### config.mk
export PLATFORM = sky130hd
export DESIGN_NAME = owr_rom_proc
export DESIGN_NICKNAME = d
export VERILOG_FILES = /design/src/rtl/owr_rom_pkg.sv /design/src/rtl/owr_shift_in.sv /design/src/rtl/owr_id_store.sv /design/src/rtl/owr_rom_fsm.sv /design/src/rtl/owr_rom_proc.sv
export SDC_FILE = /design/constraint.sdc
export NUM_CORES = 1
export LEC_CHECK = 0
export BUFFER_PORTS_ARGS = -buffer_cell sky130_fd_sc_hd__buf_4
export CORE_MARGIN = 2
export CORE_UTILIZATION = 42
export CTS_CLUSTER_DIAMETER = 30
export DETAILED_ROUTE_END_ITERATION = 7
export PLACE_DENSITY = 0.61
export SLEW_MARGIN = 10
export SYNTH_ARGS = -nofsm -noshare
export SYNTH_HDL_FRONTEND = slang
export SYNTH_SLANG_ARGS = --single-unit
export TNS_END_PERCENT = 10
### constraint.sdc
create_clock -name clk -period 4 [get_ports clk]
set_input_delay 1.2 -clock clk [delete_from_list [all_inputs] [get_ports clk]]
set_output_delay 1.2 -clock clk [all_outputs]
set_load 0.01 [all_outputs]
### src/rtl/owr_rom_pkg.sv
package owr_rom_pkg;

    localparam int CMD_W = 8;

    localparam logic [CMD_W-1:0] OP_READ   = 8'h33;
    localparam logic [CMD_W-1:0] OP_MATCH  = 8'h55;
    localparam logic [CMD_W-1:0] OP_SEARCH = 8'hF0;
    localparam logic [CMD_W-1:0] OP_SKIP   = 8'hCC;
    localparam logic [CMD_W-1:0] OP_WRITE  = 8'h3C;
    localparam logic [CMD_W-1:0] OP_BLOCK  = 8'h35;

    typedef enum logic [3:0] {
        ST_WAIT,      // quiet until bus reset
        ST_CMD,       // collecting command byte
        ST_READ,      // sending identity
        ST_MATCH,     // comparing master bits
        ST_SRCH_BIT,  // search: send true bit
        ST_SRCH_CMP,  // search: send complement
        ST_SRCH_DIR,  // search: take master direction
        ST_WRITE,     // receiving new identity
        ST_BLOCK,     // awaiting blocking strobe
        ST_SEL        // addressed
    } rom_state_e;

    function automatic rom_state_e decode_op(logic [CMD_W-1:0] op, logic locked);
        rom_state_e nxt;
        case (op)
            OP_READ:   nxt = ST_READ;
            OP_MATCH:  nxt = ST_MATCH;
            OP_SEARCH: nxt = ST_SRCH_BIT;
            OP_SKIP:   nxt = ST_SEL;
            OP_WRITE:  nxt = locked ? ST_WAIT : ST_WRITE;
            OP_BLOCK:  nxt = ST_BLOCK;
            default:   nxt = ST_WAIT;
        endcase
        return nxt;
    endfunction

endpackage

### src/rtl/owr_shift_in.sv
module owr_shift_in #(
    parameter int W = 8
) (
    input  logic         clk,
    input  logic         rst,
    input  logic         clear,
    input  logic         shift_en,
    input  logic         bit_in,
    output logic [W-1:0] data_nxt
);
    logic [W-1:0] data_q;

    // LSB-first: newest bit enters at the top and walks down
    assign data_nxt = {bit_in, data_q[W-1:1]};

    always_ff @(posedge clk) begin
        if (rst || clear)
            data_q <= '0;
        else if (shift_en)
            data_q <= data_nxt;
    end
endmodule

### src/rtl/owr_id_store.sv
module owr_id_store #(
    parameter int              ID_W       = 64,
    parameter logic [ID_W-1:0] DEFAULT_ID = '0
) (
    input  logic            clk,
    input  logic            rst,
    input  logic            load_en,
    input  logic [ID_W-1:0] load_val,
    input  logic            lock_set,
    output logic [ID_W-1:0] id_q,
    output logic            locked_q
);
    always_ff @(posedge clk) begin
        if (rst) begin
            id_q     <= DEFAULT_ID;
            locked_q <= 1'b0;
        end else begin
            if (load_en && !locked_q)
                id_q <= load_val;
            if (lock_set)
                locked_q <= 1'b1;
        end
    end

    AST_LOCK_STICKY: assert property (@(posedge clk) disable iff (rst)
        locked_q |=> locked_q);

    AST_ID_FROZEN: assert property (@(posedge clk) disable iff (rst)
        locked_q |=> $stable(id_q));
endmodule

### src/rtl/owr_rom_fsm.sv
module owr_rom_fsm
    import owr_rom_pkg::*;
#(
    parameter int ID_W  = 64,
    localparam int IDX_W = $clog2(ID_W)
) (
    input  logic             clk,
    input  logic             rst,
    input  logic             reset_detected,
    input  logic             slot_wr,
    input  logic             wr_bit,
    input  logic             slot_rd,
    input  logic             blocking_pulse,
    input  logic [ID_W-1:0]  id_q,
    input  logic             locked,
    input  logic [CMD_W-1:0] cmd_nxt,
    output logic             cmd_shift,
    output logic             stg_shift,
    output logic             shift_clear,
    output logic             id_load,
    output logic             lock_set,
    output logic             rd_bit,
    output logic             selected
);
    rom_state_e       state_q, state_d;
    logic [IDX_W-1:0] idx_q, idx_d;
    logic             cur_bit;
    logic             last_id_bit;
    logic             last_cmd_bit;

    assign cur_bit      = id_q[idx_q];
    assign last_id_bit  = (idx_q == IDX_W'(ID_W - 1));
    assign last_cmd_bit = (idx_q == IDX_W'(CMD_W - 1));

    assign shift_clear = reset_detected;
    assign cmd_shift   = (state_q == ST_CMD)   && slot_wr && !reset_detected;
    assign stg_shift   = (state_q == ST_WRITE) && slot_wr && !reset_detected;
    assign id_load     = stg_shift && last_id_bit;
    assign lock_set    = (state_q == ST_BLOCK) && blocking_pulse && !reset_detected;
    assign selected    = (state_q == ST_SEL);

    always_comb begin
        case (state_q)
            ST_READ, ST_SRCH_BIT: rd_bit = cur_bit;
            ST_SRCH_CMP:          rd_bit = ~cur_bit;
            default:              rd_bit = 1'b1;
        endcase
    end

    always_comb begin
        state_d = state_q;
        idx_d   = idx_q;
        if (reset_detected) begin
            state_d = ST_CMD;
            idx_d   = '0;
        end else begin
            case (state_q)
                ST_CMD: if (slot_wr) begin
                    if (last_cmd_bit) begin
                        state_d = decode_op(cmd_nxt, locked);
                        idx_d   = '0;
                    end else begin
                        idx_d = idx_q + 1'b1;
                    end
                end
                ST_READ: if (slot_rd) begin
                    if (last_id_bit) state_d = ST_SEL;
                    else             idx_d   = idx_q + 1'b1;
                end
                ST_MATCH: if (slot_wr) begin
                    if (wr_bit != cur_bit) state_d = ST_WAIT;
                    else if (last_id_bit)  state_d = ST_SEL;
                    else                   idx_d   = idx_q + 1'b1;
                end
                ST_SRCH_BIT: if (slot_rd) state_d = ST_SRCH_CMP;
                ST_SRCH_CMP: if (slot_rd) state_d = ST_SRCH_DIR;
                ST_SRCH_DIR: if (slot_wr) begin
                    if (wr_bit != cur_bit) state_d = ST_WAIT;
                    else if (last_id_bit)  state_d = ST_SEL;
                    else begin
                        idx_d   = idx_q + 1'b1;
                        state_d = ST_SRCH_BIT;
                    end
                end
                ST_WRITE: if (slot_wr) begin
                    if (last_id_bit) state_d = ST_WAIT;
                    else             idx_d   = idx_q + 1'b1;
                end
                ST_BLOCK: if (blocking_pulse) state_d = ST_WAIT;
                default: ;
            endcase
        end
    end

    always_ff @(posedge clk) begin
        if (rst) begin
            state_q <= ST_WAIT;
            idx_q   <= '0;
        end else begin
            state_q <= state_d;
            idx_q   <= idx_d;
        end
    end

    AST_BUS_RESET_RESTART: assert property (@(posedge clk) disable iff (rst)
        reset_detected |=> (state_q == ST_CMD && idx_q == '0 && !selected));

    AST_SEL_HOLD: assert property (@(posedge clk) disable iff (rst)
        (selected && !reset_detected) |=> selected);

    AST_MATCH_DROP: assert property (@(posedge clk) disable iff (rst)
        (state_q == ST_MATCH && slot_wr && !reset_detected && wr_bit != id_q[idx_q])
        |=> (state_q == ST_WAIT));

    AST_WAIT_QUIET: assert property (@(posedge clk) disable iff (rst)
        (state_q == ST_WAIT && !reset_detected) |=> (state_q == ST_WAIT && rd_bit && !selected));

    AST_WRITE_UNLOCKED: assert property (@(posedge clk) disable iff (rst)
        (state_q == ST_WRITE) |-> !locked);
endmodule

### src/rtl/owr_rom_proc.sv
module owr_rom_proc
    import owr_rom_pkg::*;
#(
    parameter int              ID_W       = 64,
    parameter logic [ID_W-1:0] DEFAULT_ID = 64'hD49E017BC35A662A
) (
    input  logic clk,
    input  logic rst,
    input  logic reset_detected,
    input  logic slot_wr,
    input  logic wr_bit,
    input  logic slot_rd,
    input  logic blocking_pulse,
    output logic rd_bit,
    output logic selected
);
    logic [CMD_W-1:0] cmd_nxt;
    logic [ID_W-1:0]  stg_nxt;
    logic [ID_W-1:0]  id_q;
    logic             locked;
    logic             cmd_shift, stg_shift, shift_clear, id_load, lock_set;

    owr_shift_in #(.W(CMD_W)) u_cmd_sr (
        .clk(clk), .rst(rst), .clear(shift_clear), .shift_en(cmd_shift),
        .bit_in(wr_bit), .data_nxt(cmd_nxt)
    );

    owr_shift_in #(.W(ID_W)) u_stage_sr (
        .clk(clk), .rst(rst), .clear(shift_clear), .shift_en(stg_shift),
        .bit_in(wr_bit), .data_nxt(stg_nxt)
    );

    owr_id_store #(.ID_W(ID_W), .DEFAULT_ID(DEFAULT_ID)) u_id (
        .clk(clk), .rst(rst), .load_en(id_load), .load_val(stg_nxt),
        .lock_set(lock_set), .id_q(id_q), .locked_q(locked)
    );

    owr_rom_fsm #(.ID_W(ID_W)) u_fsm (
        .clk(clk), .rst(rst), .reset_detected(reset_detected),
        .slot_wr(slot_wr), .wr_bit(wr_bit), .slot_rd(slot_rd),
        .blocking_pulse(blocking_pulse), .id_q(id_q), .locked(locked),
        .cmd_nxt(cmd_nxt), .cmd_shift(cmd_shift), .stg_shift(stg_shift),
        .shift_clear(shift_clear), .id_load(id_load), .lock_set(lock_set),
        .rd_bit(rd_bit), .selected(selected)
    );
endmodule

# Word level (Yosys, flattened, before mapping)

Cells that the tools add are included.

Bits in registers: 147
Bits of input ports: 7
Output and inout bits: 2
Word-level logic and storage cells: 99

Add/subtract/negate cells: 1
Order comparisons: 1
Equality and inequality tests: 40
Mux-type cells: 29
Bitwise logic cells: 1
Reduce and logical (&&, ||, !) cells: 20

Operators by type and width:

| operator                                                                | count |
|---|---|
| 4-bit two-way mux                                                       | 14 |
| 6-bit two-way mux                                                       | 7 |
| 4-bit case mux with 8 select lines                                      | 1 |
| 8-bit by 6-bit equality test with 1-bit output, second input constant   | 3 |
| 3-bit inequality test, second input constant                            | 8 |
| 4-bit case mux with 6 select lines                                      | 1 |
| 6-bit case mux with 4 select lines                                      | 1 |
| 11-bit AND reduction                                                    | 2 |
| 2-bit inequality test, second input constant                            | 9 |
| 4-bit by 3-bit equality test with 1-bit output, second input constant   | 4 |
| 8-bit equality test, second input constant                              | 2 |
| 9-bit nonzero test                                                      | 1 |
| 4-bit by 2-bit equality test with 1-bit output, second input constant   | 2 |
| 4-bit equality test, second input constant                              | 2 |
| 8-bit by 7-bit equality test with 1-bit output, second input constant   | 1 |
| 1-bit logical AND                                                       | 8 |
| 8-bit nonzero test                                                      | 1 |
| 6-bit by 7-bit < comparator with 1-bit output, second input constant    | 1 |
| 6-bit by 1-bit adder with 6-bit output, second input constant           | 1 |
| 1-bit binary-select mux with 6-bit select                               | 1 |
| 6-bit by 3-bit equality test with 1-bit output, second input constant   | 1 |
| 6-bit equality test, second input constant                              | 1 |
| 2-bit by 1-bit inequality test with 1-bit output, second input constant | 3 |
| 3-bit by 2-bit inequality test with 1-bit output, second input constant | 2 |
| 11 further kinds                                                        | 15 |

# Longest topological paths before layout

Gate-level depths: netlist (run 1).

Depth in word-level cells: 7
Gate-level depth with buffers: 12
Gate-level depth less buffers: 9

# Hierarchy

From an unflattened synthesis (run 1), not the netlist that was laid out.

Cells, all modules: 707
Area, all modules: 7,065.5 um2

Modules (own cells, without submodules):

| module                    | instances | cells an instance | area an instance (um2) | sequential area each (um2) |
|---|---|---|---|---|
| owr_id_store              | 1         | 287               | 2,808.9                | 1,301.2 |
| owr_shift_in (u_stage_sr) | 1         | 205               | 2,299.7                | 1,261.2 |
| owr_rom_fsm               | 1         | 190               | 1,696.6                | 200.2 |
| owr_shift_in (u_cmd_sr)   | 1         | 25                | 260.2                  | 140.1 |

# Least setup slack after synthesis (run 1)

No wires, ideal clock.

Path kind: flip-flop to output port
Start: register u_fsm.idx_q[0]
End: output rd_bit
Arrival: 2.152 ns
Path slack: 0.648 ns
Cell stages (with the launch flop): 9
Path buffers: 1
Cell sequence: dfxtp_1 buf_6 mux4_1 mux2i_1 mux2_2 o2111a_2 or2_4 or3_1 a21o_1

Word-level cells in the longest chain between the ends: 4

Ends and longest elaborated chain:

| element                                       | RTL line           | source |
|---|---|---|
| from (decl)                                   | owr_rom_fsm.sv:26  | `logic [IDX_W-1:0] idx_q, idx_d;` |
| from (signal assigned)                        | owr_rom_fsm.sv:101 | `idx_q <= idx_d;` |
| 1-bit binary-select mux with 6-bit select (*) | owr_rom_fsm.sv:31  | `assign cur_bit = id_q[idx_q];` |
| 1-bit two-way mux (implied by the code) (*)   | owr_rom_fsm.sv:31  |  |
| 1-bit NOT                                     | owr_rom_fsm.sv:45  | `ST_SRCH_CMP: rd_bit = ~cur_bit;` |
| 1-bit case mux with 2 select lines (*)        | owr_rom_fsm.sv:43  | `case (state_q)` |
| to (decl)                                     | owr_rom_proc.sv:14 | `output logic rd_bit,` |

Every way passes the cells marked *; elsewhere a longest branch is shown, timed or not. The select of a mux whose other input is x is not followed.

# Worst setup path after layout (run 1)

Ends and elaborated chain as after synthesis.

==> results of run 1 <==
[placed cells by master, fill, tap and decap left out, types with 9 or more instances in the layout]
master and n:
nor2_1 21, mux4_2 10, nand2_1 268, a21oi_1 118
buf_4 24, mux2i_1 20, nand3b_1 35, clkbuf_16 18
dfxtp_1 143, nor2b_1 10, clkbuf_8 9
[area by class of cell]
cell class	instances	share of cell area
Multi-Input combinational cell	580	0.439
Clock buffer	28	0.0770
Timing Repair Buffer	30	0.0398
Clock inverter	3	0.00900
Tap cell	184	0.0319
Sequential cell	145	0.403
Inverter	1	0.000519
[sequential cells by signal, indices dropped and copies added (netlist names)]
name,cells
u_id.id_q,64
u_stage_sr.data_q,63
u_cmd_sr.data_q,7
u_fsm.idx_q,6
u_fsm.state_q,4
u_id.locked_q,1
[timing repair]
| action | CTS | global route |
|---|---|---|
| setup buffers | 2 | 7 |
| gates cloned | 0 | 1 |
| setup endpoints to repair | 1 | 1 |
| gates resized for setup | 3 | 15 |
| pin swaps | 1 | 5 |
[worst max path at each step]
stage / start / to / cells after the start
6_report: u_fsm.idx_q[0] / rd_bit / 8
5_1_grt: u_fsm.idx_q[0] / rd_bit / 8
4_1_cts: u_fsm.idx_q[0] / rd_bit / 10
3_5_place_dp: u_fsm.idx_q[0] / rd_bit / 9
3_3_place_gp: u_fsm.idx_q[0] / rd_bit / 9
2_1_floorplan: u_fsm.idx_q[0] / rd_bit / 8
[power by group through the flow]
stage	Clock, W	Combinational, W	Sequential, W
6_report	0.00164	0.000158	0.00147
5_1_grt	0.00173	0.000173	0.00147
2_1_floorplan	0	0.000128	0.00148
3_3_place_gp	0	0.000139	0.00150
4_1_cts	0.00167	0.000145	0.00147
3_5_place_dp	0	0.000141	0.00150
[cells in the mapped netlist, types with 2 or more instances]
master and count:
nand4_1 4, nor2b_1 10, or4_1 3, o211ai_2 2, nand3b_1 35, a41oi_1 2
clkbuf_1 53, mux2i_1 20, mux4_2 3, nand3_1 8, o31ai_1 2, mux4_1 7
buf_2 2, nor4_1 3, nand2_1 268, o21ai_1 2, xnor2_1 2, o22ai_1 3
buf_6 4, nor3b_1 2, or3_1 7, a22oi_1 2, a21o_1 3, nor4bb_1 2
o21ai_0 6, dfxtp_1 145, and3_1 2, nand2b_1 8, a21oi_1 118, nor2_1 23
nor3_1 5
[logic make-up after synthesis]
logic type                 count (synthesis)  synth area share
AOI/OAI and AO/OA                        153             0.138
muxes                                     33            0.0770
DFF                                      145             0.457
adders and majority gates                  1           0.00197
buffers and inverters                     62            0.0424
xor gates and xnor gates                   2           0.00276
and+or+nand+nor                          391             0.281
[per-stage QoR]
stage	utilization	power, W	setup TNS, ns	setup WS [ns]
floorplan	-	0.00161	0	0.648
global placement	0.444	0.00164	0	0.378
global route	0.494	0.00337	-0.0187	-0.0187
CTS	0.488	0.00328	0	0.0217
detailed placement	0.444	0.00164	0	0.278
finish	0.494	0.00327	0	0.0883
[worst min-delay path, stage by stage, from the launching register on]
cell and delay [ns]:
dfxtp_1 0.31, nand2_1 0.05, a21oi_1 0.05
[metal layers]
layer / part of all wire / GRT usage / vias to the layer above
li1: - / - / 2644
met1: 0.49 / 0.249 / 2466
met2: 0.45 / 0.285 / 80
met3: 0.035 / 0.0490 / 17
met4: 0.019 / 0.0692 / 0
met5: 0 / 0 / -
==> flow_summary_export.csv, run 1 <==
group,metric,value,unit
synthesis,ys_ff_latch,145,
cts,path_clk_slew,0.06,ns
detailed_routing,routed_wl,14300,microns
placement,placed_area,6500,sq um
critical_path,timing_worst_setup_path_type,"register to output port",
die,die_area,16100,sq um
die,chipHeight,127,microns
detailed_routing,drt_pass1_iterations,4,
cells_and_area,drive_gt1_frac,0.111,
die,die_x,127,microns
critical_path,path_buf_inv,1,
synthesis,seq_area_frac_synth,0.457,
run,max_cap_viol_count,0,
global_route,grt_max_degree,67,
cts,postCtsHoldBufs,0,
global_route,grt_pass1_vias,4831,
timing,fmax,256,MHz
cts,cts_tree,"built",
synthesis,synth_area_per_cell,8.07,sq um
outcome,status,"finished, final reports clean",
power,clockPowerShare,0.503,
cells_and_area,fin_area,7230,sq um
power,combPwrFrac,0.048,
timing,slew_headroom,0.231,
hold_path,hold_start,"u_id.id_q[12]",
synthesis,synthFlopType,"dfxtp_1",
die,fp-row-count,44,
critical_path,path_cells,"mux4_2 -> mux2i_1 -> mux2_4 -> o2111a_2 -> nor2_2 -> or3_1 -> a21o_1 -> buf_6",
cts,cts.sinks,145,
cts,htreeDepth,4,
synthesis,yosysTopAreaCell,"dfxtp_1",
critical_path,critPathMaxFanout,6,
placement,dp.cells,930,
critical_path,required,2.80,ns
synthesis,syn_area,6350,sq um
timing,fin_skew,0.00775,ns
global_route,globalRoute.totalOverflow,0,
critical_path,critPathTopFamily,"multiplexers",
synthesis,syn-num-nets,795,
cells_and_area,num-fill-cells,1367,
power,p_per_area,452,nW/um^2
placement,io_buffers,8,
critical_path,setup.worst_path.end_class,"output port",
power,p_switching,0.000681,W
critical_path,worst_r2r_path_depth,8,
hold_path,hold_path_depth,2,
detailed_routing,via_per_inst,5.36,
timing,grt_setup_unrepaired,"yes",
timing,finalHoldViolations,0,
detailed_routing,drt_iter0_drc,358,
global_route,grt.total_usage,0.185,
timing,worst_pin_slew,1.15,ns
detailed_routing,postRouteAntennaNets,0,
critical_path,critical-path-max-stage-delay,0.52,ns
critical_path,worstSetupStartpointType,"register",
global_route,antenna_found_initial,0,
synthesis,yosys.cell_types.count,62,
cts,cts_root_buffer,"clkbuf_16",
timing,slew_violations,0,
detailed_routing,wl_per_cell,14.7,microns
synthesis,async_flop_share,0,
cells_and_area,multi_input_area,3170,sq um
hold_path,hold_class,"register to register",
die,io_pins,9,
timing,post-route-period-util,0.978,
critical_path,reg2reg_from,"u_fsm.idx_q[0]",
cells_and_area,final_cells,971,
cts,cts_buffer_depth,2,
die,fp.coreArea,14600,sq um
timing,final-setup-viol-count,0,
critical_path,r2r-end,"u_id.id_q[15]",
critical_path,crit_slowest_cell,"mux4_2",
cells_and_area,area_growth,13.8,%
cells_and_area,seq_area,2910,sq um
hold_path,whs_endpoint,"u_id.id_q[12]",
power,p_leak,2.46,nW
timing,period_minus_slack,3.91,ns
timing,hold_ws,0.456,ns
synthesis,synth_warnings,0,
critical_path,worst-r2r-setup-slack,1.21,ns
synthesis,synth_edf_count,0,
cts,clk_latency,0.43,ns
critical_path,critical_path_arrival,2.71,ns
cells_and_area,final_nets,783,
placement,gp_routability_congestion,0.844,
power,sw_frac_of_total,0.208,
power,intPower,0.00259,W
power,ir_worst_vdd,0.390,mV
cts,cts_buffers,17,
global_route,grt_pass1_wl,23900,microns
die,initial_core_util,0.434,
cells_and_area,n_antenna_cell,0,
detailed_routing,drc,0,
power,p_seq_frac,0.449,
synthesis,yosysTopAreaCellShare,0.457,
placement,dpl.hpwl,9110,microns
detailed_routing,vias,5207,
synthesis,synthCells,787,
synthesis,synth_area_leaders,"dfxtp_1, nand2_1, a21oi_1",
No activity file was read; power rests on OpenSTA's default activity.
==> inputs of run 2 (changes only) <==
- CORE_UTILIZATION: 42 -> 62
- PLACE_DENSITY: 0.61 -> 0.83
==> flow_summary_export.csv, run 2 (synthesized netlist as in run 1, its figures left out) <==
group,metric,value,unit
detailed_routing,drt_pass1_iterations,5,
timing,worst_pin_slew,1.15,ns
die,chipHeight,105,microns
cells_and_area,n_antenna_cell,0,
global_route,grt_pass1_wl,24400,microns
critical_path,required,2.80,ns
detailed_routing,highest_layer,"met4",
run,max_cap_viol_count,0,
power,clockPowerShare,0.494,
timing,final-setup-viol-count,1,
timing,hold_ws,0.456,ns
timing,fmax,249,MHz
die,die_x,105,microns
die,initial_core_util,0.644,
global_route,globalRoute.totalOverflow,0,
cells_and_area,final_cell_mix,"nand2_1, dfxtp_1, a21oi_1, nand3b_1, buf_4",
cells_and_area,largestRegisters,"u_id.id_q: 64 flops, u_stage_sr.data_q: 63 flops, u_cmd_sr.data_q: 7 flops",
cts,cts_root_buffer,"clkbuf_8",
critical_path,worst_r2r_path_depth,8,
die,fp-row-count,36,
cts,path_clk_slew,0.06,ns
hold_path,hold_path_depth,2,
global_route,grt.total_usage,0.275,
critical_path,worst-r2r-setup-slack,1.13,ns
critical_path,r2r-end,"u_id.id_q[10]",
die,die_area,11100,sq um
power,p_seq_frac,0.455,
cells_and_area,final_util,0.723,
critical_path,critical_path_arrival,2.82,ns
detailed_routing,routed_wl,14500,microns
cells_and_area,largest_reg_flops,64,
cts,cts_buffers,17,
cts,postCtsHoldBufs,0,
cells_and_area,num-fill-cells,728,
detailed_routing,drc,0,
timing,slew_headroom,0.234,
detailed_routing,dr_wl_met2,6870,microns
power,ir_worst_vdd,0.313,mV
power,combPwrFrac,0.050,
hold_path,hold_start,"u_id.id_q[28]",
critical_path,reg2reg_from,"u_fsm.idx_q[1]",
global_route,antenna_found_initial,0,
power,sw_frac_of_total,0.215,
timing,period_minus_slack,4.02,ns
detailed_routing,drt_iter0_drc,436,
cells_and_area,final_nets,783,
cells_and_area,layout_commonest_cell,"nand2_1",
detailed_routing,wl_per_cell,15.7,microns
power,intPower,0.00252,W
cts,htreeDepth,4,
hold_path,hold_class,"register to register",
global_route,grt_pass1_vias,5062,
timing,worst_slack,-0.0240,ns
power,p_per_area,450,nW/um^2
detailed_routing,postRouteAntennaNets,0,
detailed_routing,met1_length,6390,microns
critical_path,worstSetupStartpointType,"register",
detailed_routing,via_per_inst,5.91,
cts,cts_buffer_depth,2,
power,p_leak,2.45,nW
detailed_routing,wl_met3,841,microns
critical_path,setup.worst_path.end_class,"output port",
timing,post-route-period-util,1.01,
outcome,status,"complete, but fails checks",
placement,pre_cts_slack,0.249,ns
placement,placed_area,6460,sq um
placement,io_buffers,8,
cells_and_area,largest_register,"u_id.id_q",
detailed_routing,vias,5439,
cts,cts_tree,"built",
critical_path,critPathMaxFanout,7,
timing,fin_skew,0.0107,ns
placement,gp_routability_congestion,0.892,
power,p_total,0.00321,W
die,io_pins,9,
cts,cts.sinks,145,
cells_and_area,drive_gt1_frac,0.111,
cts,clk_latency,0.55,ns
timing,grt_setup_unrepaired,"yes",
timing,slew_violations,0,
global_route,grt_max_degree,67,
outcome,failed_checks,"setup timing",
cells_and_area,area_growth,12.2,%
timing,finalHoldViolations,0,
power,p_switching,0.000691,W
placement,dpl.hpwl,8910,microns
critical_path,timing_worst_setup_path_type,"register to output port",
hold_path,whs_endpoint,"u_id.id_q[28]",
cells_and_area,fin_area,7130,sq um
die,fp.coreArea,9860,sq um
## run 2: cell types whose count changed in the layout (fill, tap and decap cells not counted), sizes merged
cell      delta
inv          +2
clkbuf       -6
clkinvlp     +1
buf          +1
clkinv       +1
bufinv       +1
## run 2: worst max-delay path, cell delays in order (launching register included)
cell and delay, ns:
dfxtp_4 0.39, mux4_2 0.37, mux2i_2 0.08, mux2_4 0.28, o2111a_2 0.28, or2_4 0.23
or3_1 0.31, a21o_1 0.22, buf_6 0.12
## run 2: worst max path at each step
stage	from	endpoint	slack [ns]	cells past startpoint
floorplan	u_fsm.idx_q[0]	rd_bit	0.65	8
global placement	u_fsm.idx_q[0]	rd_bit	0.34	9
detailed placement	u_fsm.idx_q[1]	rd_bit	0.25	9
CTS	u_fsm.idx_q[0]	rd_bit	0.004	8
global route	u_fsm.idx_q[0]	rd_bit	-0.10	8
finish	u_fsm.idx_q[0]	rd_bit	-0.02	8
## run 2: routing by layer
metal  global-route usage  vias to the layer above
li1                     -                     2651
met1                0.358                     2568
met2                0.427                      184
met3               0.0711                       36
met4                0.131                        0
met5                    0                        -
## run 2: area by class of cell
type	instances	area [sq um]	area share
multi-input cells	580	3180	0.446
flip-flops and latches	145	2910	0.408
clock buffers	23	467	0.0655
repair buffers	30	274	0.0384
well taps	133	166	0.0233
clock inverters	8	125	0.0176
inverters	1	3.75	0.000527
## run 2: power groups by stage
stage / Combinational [W] / Sequential [W] / Clock, W
2_1_floorplan: 0.000128 / 0.00148 / 0
3_3_place_gp: 0.000146 / 0.00149 / 0
3_5_place_dp: 0.000149 / 0.00149 / 0
4_1_cts: 0.000160 / 0.00146 / 0.00161
5_1_grt: 0.000177 / 0.00146 / 0.00168
6_report: 0.000162 / 0.00146 / 0.00159
## run 2: timing repair
action | 4_1_cts | 5_1_grt
endpoints found under the setup margin | 1 | 1
setup buffers | 9 | 0
resized for setup | 14 | 3
pin swaps | 5 | 1
## run 2: through the flow
step	cells	TNS, ns
after floorplan	787	0
after global placement	880	0
after detailed placement	880	0
after CTS	920	0
after global routing	920	-0.100
final	920	-0.0240
